--- config.mk ---
export PLATFORM = sky130hd
export DESIGN_NAME = vme_a24d16_slave
export DESIGN_NICKNAME = d
export VERILOG_FILES = /design/src/rtl/vslv_pkg.sv /design/src/rtl/vslv_sync.sv /design/src/rtl/vslv_fsm.sv /design/src/rtl/vslv_datapath.sv /design/src/rtl/vme_a24d16_slave.sv
export SDC_FILE = /design/constraint.sdc
export NUM_CORES = 1
export LEC_CHECK = 0
export BUFFER_PORTS_ARGS = -buffer_cell sky130_fd_sc_hd__buf_2
export CORE_MARGIN = 4
export CORE_UTILIZATION = 40
export CTS_BUF_LIST = sky130_fd_sc_hd__clkbuf_8
export DETAILED_ROUTE_END_ITERATION = 10
export GPL_ROUTABILITY_DRIVEN = 0
export PLACE_DENSITY = 0.68
export SYNTH_ARGS = -nofsm -noshare
export SYNTH_HDL_FRONTEND = slang
export SYNTH_SLANG_ARGS = --single-unit
--- constraint.sdc ---
create_clock -name clk -period 6.75 [get_ports clk]
set_input_delay 0.675 -clock clk [delete_from_list [all_inputs] [get_ports clk]]
set_output_delay 0.675 -clock clk [all_outputs]
set_load 0.02 [all_outputs]
--- src/rtl/vslv_pkg.sv ---
package vslv_pkg;

    typedef enum logic [2:0] {
        ST_IDLE,
        ST_DECODE,
        ST_REQUEST,
        ST_ACK,
        ST_WAIT_AS
    } vslv_state_e;

    // positions inside the synchronized control vector
    localparam int SIG_AS    = 0;
    localparam int SIG_DS0   = 1;
    localparam int SIG_DS1   = 2;
    localparam int SIG_WRITE = 3;
    localparam int SIG_IACK  = 4;
    localparam int SIG_BERR  = 5;
    localparam int SIG_COUNT = 6;

    typedef struct packed {
        logic hi;
        logic lo;
    } lane_sel_t;

    typedef struct packed {
        lane_sel_t lanes;
        logic      rd;
    } xfer_attr_t;

    typedef struct packed {
        logic ext_oe_n;
        logic int_oe_n;
        logic dir;
    } xcvr_ctl_t;

    function automatic lane_sel_t lanes_from_strobes(input logic ds0_n, input logic ds1_n);
        lane_sel_t r;
        r.lo = ~ds0_n;
        r.hi = ~ds1_n;
        return r;
    endfunction

    function automatic xcvr_ctl_t xcvr_for(input vslv_state_e st, input logic is_read);
        xcvr_ctl_t r;
        r = '{ext_oe_n: 1'b1, int_oe_n: 1'b1, dir: 1'b0};
        if (is_read) begin
            if (st == ST_ACK) r = '{ext_oe_n: 1'b0, int_oe_n: 1'b0, dir: 1'b1};
        end else if (st == ST_REQUEST || st == ST_ACK) begin
            r.ext_oe_n = 1'b0;
        end
        return r;
    endfunction

endpackage

--- src/rtl/vslv_sync.sv ---
module vslv_sync #(
    parameter int              WIDTH   = 1,
    parameter int              STAGES  = 2,
    parameter logic [WIDTH-1:0] RST_VAL = '1
) (
    input  logic             clk,
    input  logic             rst_n,
    input  logic [WIDTH-1:0] d_async,
    output logic [WIDTH-1:0] q_sync
);
    logic [WIDTH-1:0] stg [STAGES];

    always_ff @(posedge clk or negedge rst_n) begin
        if (!rst_n) begin
            for (int i = 0; i < STAGES; i++) stg[i] <= RST_VAL;
        end else begin
            stg[0] <= d_async;
            for (int i = 1; i < STAGES; i++) stg[i] <= stg[i-1];
        end
    end

    assign q_sync = stg[STAGES-1];
endmodule

--- src/rtl/vslv_fsm.sv ---
module vslv_fsm
    import vslv_pkg::*;
#(
    parameter int DEC_CYC = 2
) (
    input  logic        clk,
    input  logic        rst_n,
    input  logic        as_n_s,
    input  logic        ds_any_s,
    input  logic        iack_n_s,
    input  logic        berr_n_s,
    input  logic        dec_hit,
    input  logic        usr_rdy,
    output vslv_state_e state,
    output logic        capture_en,
    output logic        launch_en,
    output logic        load_rd
);
    localparam int             CNT_W = $clog2(DEC_CYC + 1);
    localparam logic [CNT_W-1:0] LAST  = CNT_W'(DEC_CYC - 1);

    vslv_state_e      nxt;
    logic             as_prev;
    logic             hit_seen;
    logic             hit_now;
    logic             win_done;
    logic [CNT_W-1:0] cnt;

    always_comb begin
        hit_now    = hit_seen | dec_hit;
        win_done   = (cnt == LAST);
        nxt        = state;
        capture_en = 1'b0;
        launch_en  = 1'b0;
        load_rd    = 1'b0;
        case (state)
            ST_IDLE: begin
                if (!as_n_s && as_prev) begin
                    capture_en = 1'b1;
                    nxt        = ST_DECODE;
                end
            end
            ST_DECODE: begin
                if (!berr_n_s || as_n_s || !iack_n_s) begin
                    nxt = ST_WAIT_AS;
                end else if (win_done) begin
                    if (!hit_now) begin
                        nxt = ST_WAIT_AS;
                    end else if (ds_any_s) begin
                        launch_en = 1'b1;
                        nxt       = ST_REQUEST;
                    end
                end
            end
            ST_REQUEST: begin
                if (!berr_n_s) begin
                    nxt = ST_WAIT_AS;
                end else if (usr_rdy) begin
                    load_rd = 1'b1;
                    nxt     = ST_ACK;
                end
            end
            ST_ACK: begin
                if (!berr_n_s || as_n_s) nxt = ST_WAIT_AS;
            end
            ST_WAIT_AS: begin
                if (as_n_s) nxt = ST_IDLE;
            end
            default: nxt = ST_IDLE;
        endcase
    end

    always_ff @(posedge clk or negedge rst_n) begin
        if (!rst_n) begin
            state    <= ST_IDLE;
            as_prev  <= 1'b1;
            cnt      <= '0;
            hit_seen <= 1'b0;
        end else begin
            state   <= nxt;
            as_prev <= as_n_s;
            if (capture_en) begin
                cnt      <= '0;
                hit_seen <= 1'b0;
            end else if (state == ST_DECODE && !win_done) begin
                cnt      <= cnt + 1'b1;
                hit_seen <= hit_now;
            end else if (state == ST_DECODE && hit_now) begin
                hit_seen <= 1'b1;
            end
        end
    end
endmodule

--- src/rtl/vslv_datapath.sv ---
module vslv_datapath
    import vslv_pkg::*;
#(
    parameter int ADDR_W = 23,
    parameter int AM_W   = 6,
    parameter int DATA_W = 16
) (
    input  logic              clk,
    input  logic              rst_n,
    input  logic              capture_en,
    input  logic              launch_en,
    input  logic              load_rd,
    input  logic [ADDR_W-1:0] bus_addr,
    input  logic [AM_W-1:0]   bus_am,
    input  logic [DATA_W-1:0] bus_data_in,
    input  logic              ds0_n_s,
    input  logic              ds1_n_s,
    input  logic              write_n_s,
    input  logic [DATA_W-1:0] usr_rdata,
    output logic [ADDR_W-1:0] addr_q,
    output logic [AM_W-1:0]   am_q,
    output logic [DATA_W-1:0] wdata_q,
    output logic [DATA_W-1:0] rdata_q,
    output xfer_attr_t        attr_q
);
    always_ff @(posedge clk or negedge rst_n) begin
        if (!rst_n) begin
            addr_q  <= '0;
            am_q    <= '0;
            wdata_q <= '0;
            rdata_q <= '0;
            attr_q  <= '0;
        end else begin
            if (capture_en) begin
                addr_q <= bus_addr;
                am_q   <= bus_am;
            end
            if (launch_en) begin
                attr_q.lanes <= lanes_from_strobes(ds0_n_s, ds1_n_s);
                attr_q.rd    <= write_n_s;
                wdata_q      <= bus_data_in;
            end
            if (load_rd && attr_q.rd) rdata_q <= usr_rdata;
        end
    end
endmodule

--- src/rtl/vme_a24d16_slave.sv ---
module vme_a24d16_slave
    import vslv_pkg::*;
#(
    parameter int ADDR_W  = 23,
    parameter int AM_W    = 6,
    parameter int DATA_W  = 16,
    parameter int DEC_CYC = 2,
    parameter int SYNC_N  = 2
) (
    input  logic              clk,
    input  logic              rst_n,
    input  logic [ADDR_W-1:0] bus_addr,
    input  logic [AM_W-1:0]   bus_am,
    input  logic [DATA_W-1:0] bus_data_in,
    output logic [DATA_W-1:0] bus_data_out,
    input  logic              bus_as_n,
    input  logic              bus_ds0_n,
    input  logic              bus_ds1_n,
    input  logic              bus_lword_n,
    input  logic              bus_write_n,
    input  logic              bus_iack_n,
    input  logic              bus_berr_n,
    output logic              bus_dtack_n,
    output logic              xcvr_ext_oe_n,
    output logic              xcvr_int_oe_n,
    output logic              xcvr_dir,
    output logic [ADDR_W-1:0] dec_addr,
    output logic [AM_W-1:0]   dec_am,
    input  logic              dec_hit,
    output logic              usr_req,
    input  logic              usr_rdy,
    output logic [ADDR_W-1:0] usr_addr,
    output logic [AM_W-1:0]   usr_am,
    output logic [DATA_W-1:0] usr_wdata,
    input  logic [DATA_W-1:0] usr_rdata,
    output logic              usr_rd_wr_n,
    output logic              usr_be_lo,
    output logic              usr_be_hi
);
    logic [SIG_COUNT-1:0] ctl_raw;
    logic [SIG_COUNT-1:0] ctl_s;
    vslv_state_e          state;
    logic                 capture_en;
    logic                 launch_en;
    logic                 load_rd;
    logic [ADDR_W-1:0]    addr_q;
    logic [AM_W-1:0]      am_q;
    xfer_attr_t           attr_q;
    xcvr_ctl_t            xcvr;
    logic                 unused_lword;

    // long-word flag plays no part in a 16-bit slave
    assign unused_lword = bus_lword_n;

    always_comb begin
        ctl_raw            = '1;
        ctl_raw[SIG_AS]    = bus_as_n;
        ctl_raw[SIG_DS0]   = bus_ds0_n;
        ctl_raw[SIG_DS1]   = bus_ds1_n;
        ctl_raw[SIG_WRITE] = bus_write_n;
        ctl_raw[SIG_IACK]  = bus_iack_n;
        ctl_raw[SIG_BERR]  = bus_berr_n;
    end

    vslv_sync #(
        .WIDTH  (SIG_COUNT),
        .STAGES (SYNC_N),
        .RST_VAL({SIG_COUNT{1'b1}})
    ) sync_i (
        .clk    (clk),
        .rst_n  (rst_n),
        .d_async(ctl_raw),
        .q_sync (ctl_s)
    );

    vslv_fsm #(
        .DEC_CYC(DEC_CYC)
    ) fsm_i (
        .clk       (clk),
        .rst_n     (rst_n),
        .as_n_s    (ctl_s[SIG_AS]),
        .ds_any_s  (~(ctl_s[SIG_DS0] & ctl_s[SIG_DS1])),
        .iack_n_s  (ctl_s[SIG_IACK]),
        .berr_n_s  (ctl_s[SIG_BERR]),
        .dec_hit   (dec_hit),
        .usr_rdy   (usr_rdy),
        .state     (state),
        .capture_en(capture_en),
        .launch_en (launch_en),
        .load_rd   (load_rd)
    );

    vslv_datapath #(
        .ADDR_W(ADDR_W),
        .AM_W  (AM_W),
        .DATA_W(DATA_W)
    ) dp_i (
        .clk        (clk),
        .rst_n      (rst_n),
        .capture_en (capture_en),
        .launch_en  (launch_en),
        .load_rd    (load_rd),
        .bus_addr   (bus_addr),
        .bus_am     (bus_am),
        .bus_data_in(bus_data_in),
        .ds0_n_s    (ctl_s[SIG_DS0]),
        .ds1_n_s    (ctl_s[SIG_DS1]),
        .write_n_s  (ctl_s[SIG_WRITE]),
        .usr_rdata  (usr_rdata),
        .addr_q     (addr_q),
        .am_q       (am_q),
        .wdata_q    (usr_wdata),
        .rdata_q    (bus_data_out),
        .attr_q     (attr_q)
    );

    assign xcvr          = xcvr_for(state, attr_q.rd);
    assign xcvr_ext_oe_n = xcvr.ext_oe_n;
    assign xcvr_int_oe_n = xcvr.int_oe_n;
    assign xcvr_dir      = xcvr.dir;

    assign bus_dtack_n = (state != ST_ACK);
    assign usr_req     = (state == ST_REQUEST);
    assign dec_addr    = addr_q;
    assign dec_am      = am_q;
    assign usr_addr    = addr_q;
    assign usr_am      = am_q;
    assign usr_rd_wr_n = attr_q.rd;
    assign usr_be_lo   = attr_q.lanes.lo;
    assign usr_be_hi   = attr_q.lanes.hi;
endmodule

# [Word-level counts from Yosys, hierarchy flattened]
# Index checks and enable logic that the tools add are counted.
[op_classes] addsub=1 eq_ne=12 muxes=29 bitwise_logic=4 reduce_logical=15
[ops] cell="3-bit 2-to-1 mux" n=10
[ops] cell="1-bit 2-to-1 mux" n=15
[ops] cell="3-bit case mux with 5 select lines" n=1
[ops] cell="3-bit by 2-bit == test with 1-bit output (second input constant)" n=2
[ops] cell="2-bit 2-to-1 mux" n=3
[ops] cell="6-bit AND reduction" n=1
[ops] cell="1-bit logical AND" n=4
[ops] cell="1-bit logical NOT" n=4
[ops] cell="2-bit by 1-bit inequality test with 1-bit output (second input constant)" n=2
[ops] cell="4-bit inequality test (second input constant)" n=1
[ops] cell="3-bit by 1-bit == test with 1-bit output (second input constant)" n=1
[ops] cell="3-bit == test (second input constant)" n=1
[ops] cell="3-bit logical NOT" n=1
[ops] cell="1-bit logical OR" n=3
[ops] cell="3-bit by 1-bit inequality test with 1-bit output (second input constant)" n=1
[ops] cell="3-bit by 2-bit inequality test with 1-bit output (second input constant)" n=1
[ops] cell="3-bit inequality test (second input constant)" n=1
[ops] cell="3-bit nonzero test" n=1
[ops] cell="2-bit by 1-bit adder with 2-bit output (second input constant)" n=1
[ops] cell="2-bit by 1-bit == test with 1-bit output (second input constant)" n=1
[ops] cell="2-bit inequality test (second input constant)" n=1
[ops] cell="1-bit NOT" n=2
[ops] cell="2-bit nonzero test" n=1
[ops] cell="1-bit AND" n=1
[ops] cell="1-bit OR" n=1
[totals] register_bits=83 inputBits=72 output_inout_bits=98 word_cells=74

# [Longest topological paths before layout]
[depth] depth_word=6 mapped_depth=8

# [Modules after synthesis]
# Synthesis repeated with hierarchy kept, for this count alone.
[unflattened] cells_unflattened=239 area_unflattened_um2=3568.4
[by_module_without_submodules] mod="vslv_datapath" instances=1 cells_per_inst=137 area_per_inst_um2=2466.1 seq_area_each_um2=1601.5
[by_module_without_submodules] mod="vslv_fsm" instances=1 cells_per_inst=47 area_per_inst_um2=474.2 seq_area_each_um2=176.4
[by_module_without_submodules] mod="vslv_sync" instances=1 cells_per_inst=18 area_per_inst_um2=360.3 seq_area_each_um2=315.3
[by_module_without_submodules] mod="vme_a24d16_slave" instances=1 cells_per_inst=37 area_per_inst_um2=267.8 seq_area_each_um2=0.0

# [Least setup slack after synthesis]
# Ideal clock, no wire load.
[synth_timing] kind="register -> register" start="register fsm_i.state[1]" end="register dp_i.wdata_q[10]" setup_ps=125 arrival_time_ps=2209 required_ps=6625 path_slack_ps=4415 path_stages_with_launch=9 n_path_buf=4 period_less_slack_ps=2335 path_cell_list="dfrtp_1 > buf_6 > or3b_1 > buf_2 > or4b_4 > nand2b_4 > buf_6 > buf_8 > mux2_4"
[synth_between] elab_chain_len=2
[synth_lines] element="from (decl)" line_no="vslv_fsm.sv:14" text="output vslv_state_e state,"
[synth_lines] element="from (signal assigned)" line_no="vslv_fsm.sv:80" text="state <= nxt;"
[synth_lines] element="3-bit by 1-bit == test with 1-bit output" line_no="vslv_fsm.sv:36" text="case (state)"
[synth_lines] element="1-bit 2-to-1 mux" line_no="vslv_fsm.sv:36"
[synth_lines] element="to (signal assigned)" line_no="vslv_datapath.sv:41" text="wdata_q <= bus_data_in;"
[synth_lines] element="to (decl)" line_no="vslv_datapath.sv:22" text="output logic [DATA_W-1:0] wdata_q,"
# No other way between the ends.
# A chain may end at the register's enable or synchronous reset.

# [Worst setup path after layout]
[layout_timing] start="register fsm_i.state[0]" end="register dp_i.wdata_q[15]"
# Same word-level chain as after synthesis.

==> metrics.txt <==
clk_skew 0.0141 ns; synth warn 0; die area 0.0101 mm²; Max-cap violations 0; worst path bufs/invs 0; die width 101 µm; CTS buffer count 9; # clock sinks 83; clk root buf clkbuf_8; worst skew pair latency 0.34 ns; Pwr per Cell Area 459 mW/mm²; initial antenna violation count 0; cell taking the most area after synthesis dfrtp_1; area delta synth->final 26.1%; minimum clock period 2.37 ns; number of global-route vias before repair 2,384; Fin Setup TNS 0 ns; CTS Buffer Depth 2; Post-DRT Antenna Nets 0; HP Class flip-flop to flip-flop; Pins Over Slew Limit 0; Crit path max-delay family simple AND/OR/NAND/NOR gates; Iter 0 DRT Violations 26; R2R setup slack 4.38 ns; core footprint 0.00830 mm²; f_max 422 MHz; DP HPWL 5210 µm; Setup Buffers After CTS 0; Net Count, Synth 308; CTS tree built; Setup crit end kind flip-flop; cells along the critical path or3b_1 -> or4b_4 -> nand2b_4 -> mux2_1; final worst slack 4.38 ns; Fillers 733; via count 2,264; cts repair resizes 0; setup violators final 0; CTS Hold Bufs 0; Static Leakage 2.30 nW; Critical Path Max Stage Delay 0.58 ns; peak supply drop 0.000252 V; Least-Margin Pin Slew 1.07 ns; # H-tree levels 3; final hold violations 0; sequential cell area fraction in the yosys report 60.9%; Initial Util 41.4%; Max FO, Critical Path 17; CP required 6.98 ns; Synth Instances 235; CP startpoint kind flip-flop; Worst path slowest cell or4b_4; synth top area cells dfrtp_1, mux2_2, dfstp_2; Total Wirelength 7170 µm; area share of the largest cell type after synthesis 50.9%; area of the multi-input gates 0.00104 mm²; FP Rows 33; Syn Area/Cell 14.6 µm²; routed vias/inst 4.66; Clock Pin Slew Worst Setup and Hold Paths 0.09 ns; detailed-route DRC error count 0; Setup Slack @ Placement 4.38 ns; grt ovf 0; Slew headroom 29.0%; Syn Std Cell Area 0.00344 mm²; Power, Total 1.99 mW; GRT Util Overall 14.1%; crit path kind flip-flop to flip-flop; RSZ-0062 raised after global routing false; IO Pins 170; outcome finished, final reports clean; Initial DRT Pass Iterations 3; fin nets 449; layout cells sized above 1 69.6%; Tcrit/Tclk final 35.1%; die height 101 µm; port bufs 168; Yosys reg bits 83; first-pass GRT wire length 11,200 µm; pin count of the biggest net entering global routing 84; register area 0.00209 mm²; # diodes 0; Data arrival, critical path 2.60 ns; drt wl/cell 14.8 µm; Yosys cell types 33
## per-stage QoR
stage                     util [%]  hold slack (ns)  instances  area (µm²)
after global routing          52.3            0.357        486        4340
after floorplan                  -            0.345        235        3440
after detailed placement      49.9            0.347        470        4140
after global placement        49.9            0.346        470        4140
after CTS                     52.3            0.360        486        4340
final                         52.3            0.358        486        4340
## registers in the layout (all words and copies together), names as in the netlist
name,flops
dp_i.wdata_q,16
fsm_i.state,3
sync_i.stg,6
dp_i.addr_q,23
dp_i.attr_q,3
fsm_i.cnt,2
fsm_i.hit_seen,1
fsm_i.as_prev,1
sync_i.q_sync,6
dp_i.rdata_q,16
dp_i.am_q,6
## cell usage after synthesis (all sizes together)
| cell type | number |
|---|---|
| clkbuf | 3 |
| inv | 4 |
| nand3b | 1 |
| o32ai | 1 |
| nand2 | 3 |
| ha | 1 |
| or4b | 1 |
| a211oi | 1 |
| nand4b | 1 |
| or3 | 2 |
| nor3b | 1 |
| dfrtp | 70 |
| o31ai | 1 |
| nand4bb | 1 |
| nor3 | 1 |
| dfstp | 13 |
| nand2b | 1 |
| a21oi | 5 |
| nor2b | 4 |
| o21ai | 9 |
| or3b | 2 |
| and2 | 1 |
| nor4 | 2 |
| mux2 | 65 |
| buf | 37 |
| nor2 | 4 |
## worst reg2reg max path, delay by kind of cell, from the launching register on
family / cells / cell delay (ns)
flip-flops: 1 / 0.53
multiplexers: 1 / 0.36
AND/OR/NAND/NOR: 3 / 1.38
## cell families (layout without fill, tap and decap cells)
family | after synthesis | in the layout | synth area share (%)
AO/OA/AOI/OAI | 17 | 17 | 2.73
adder cells (fa/ha/maj) | 1 | 1 | 0.364
buffers and inverters | 44 | 190 | 8.80
flip-flops | 83 | 83 | 60.9
multiplexers | 65 | 65 | 22.4
AND/OR/NAND/NOR | 25 | 25 | 4.87
## metal layers
| layer | GRT usage [%] | wire (µm) | up-vias |
|---|---|---|---|
| li1 | - | - | 1063 |
| met1 | 16.3 | 2830 | 1105 |
| met2 | 24.5 | 3740 | 88 |
| met3 | 4.08 | 492 | 8 |
| met4 | 5.39 | 99 | 0 |
| met5 | 0 | 0 | - |
## final timing paths
check                           cells after the start                           end                  startpoint
worst max-delay path                                4  dp_i.wdata_q[15]$_DFFE_PN0P_  fsm_i.state[0]$_DFFE_PN0P_
worst min-delay path                                0    sync_i.q_sync[5]$_DFF_PN1_    sync_i.stg[11]$_DFF_PN1_
worst max register to register                      4  dp_i.wdata_q[15]$_DFFE_PN0P_  fsm_i.state[0]$_DFFE_PN0P_
worst min register to register                      0    sync_i.q_sync[5]$_DFF_PN1_    sync_i.stg[11]$_DFF_PN1_
max in group asynchronous                           1    fsm_i.state[2]$_DFFE_PN0P_                       rst_n
min in group asynchronous                           1   dp_i.wdata_q[3]$_DFFE_PN0P_                       rst_n
## layout by cell type (no fill, tap or decap), drive strengths merged, types with 2 or more instances in the layout
cell	Yosys	layout
nor4	2	2
a21oi	5	5
dfstp	13	13
nor2	4	4
clkbuf	3	11
inv	4	6
buf	37	170
or3	2	2
nand2	3	3
o21ai	9	9
nor2b	4	4
dfrtp	70	70
or3b	2	2
clkinvlp	0	2
mux2	65	65
## final cells by class
| class | instances | share of cell area (%) |
|---|---|---|
| multi-input cells | 108 | 24.1 |
| well taps | 105 | 3.03 |
| repair buffers | 170 | 19.8 |
| clock buffers | 11 | 3.49 |
| clock inverters | 5 | 1.01 |
| inverters | 4 | 0.346 |
| flip-flops and latches | 83 | 48.3 |
## where the power goes
| part | internal (mW) | switching (mW) | leakage, nW |
|---|---|---|---|
| Sequential | 0.669 | 0.115 | 1.04 |
| Combinational | 0.354 | 0.508 | 1.17 |
| Clock | 0.158 | 0.184 | 0.0941 |
Note: power is estimated with default switching activity, not from simulation.
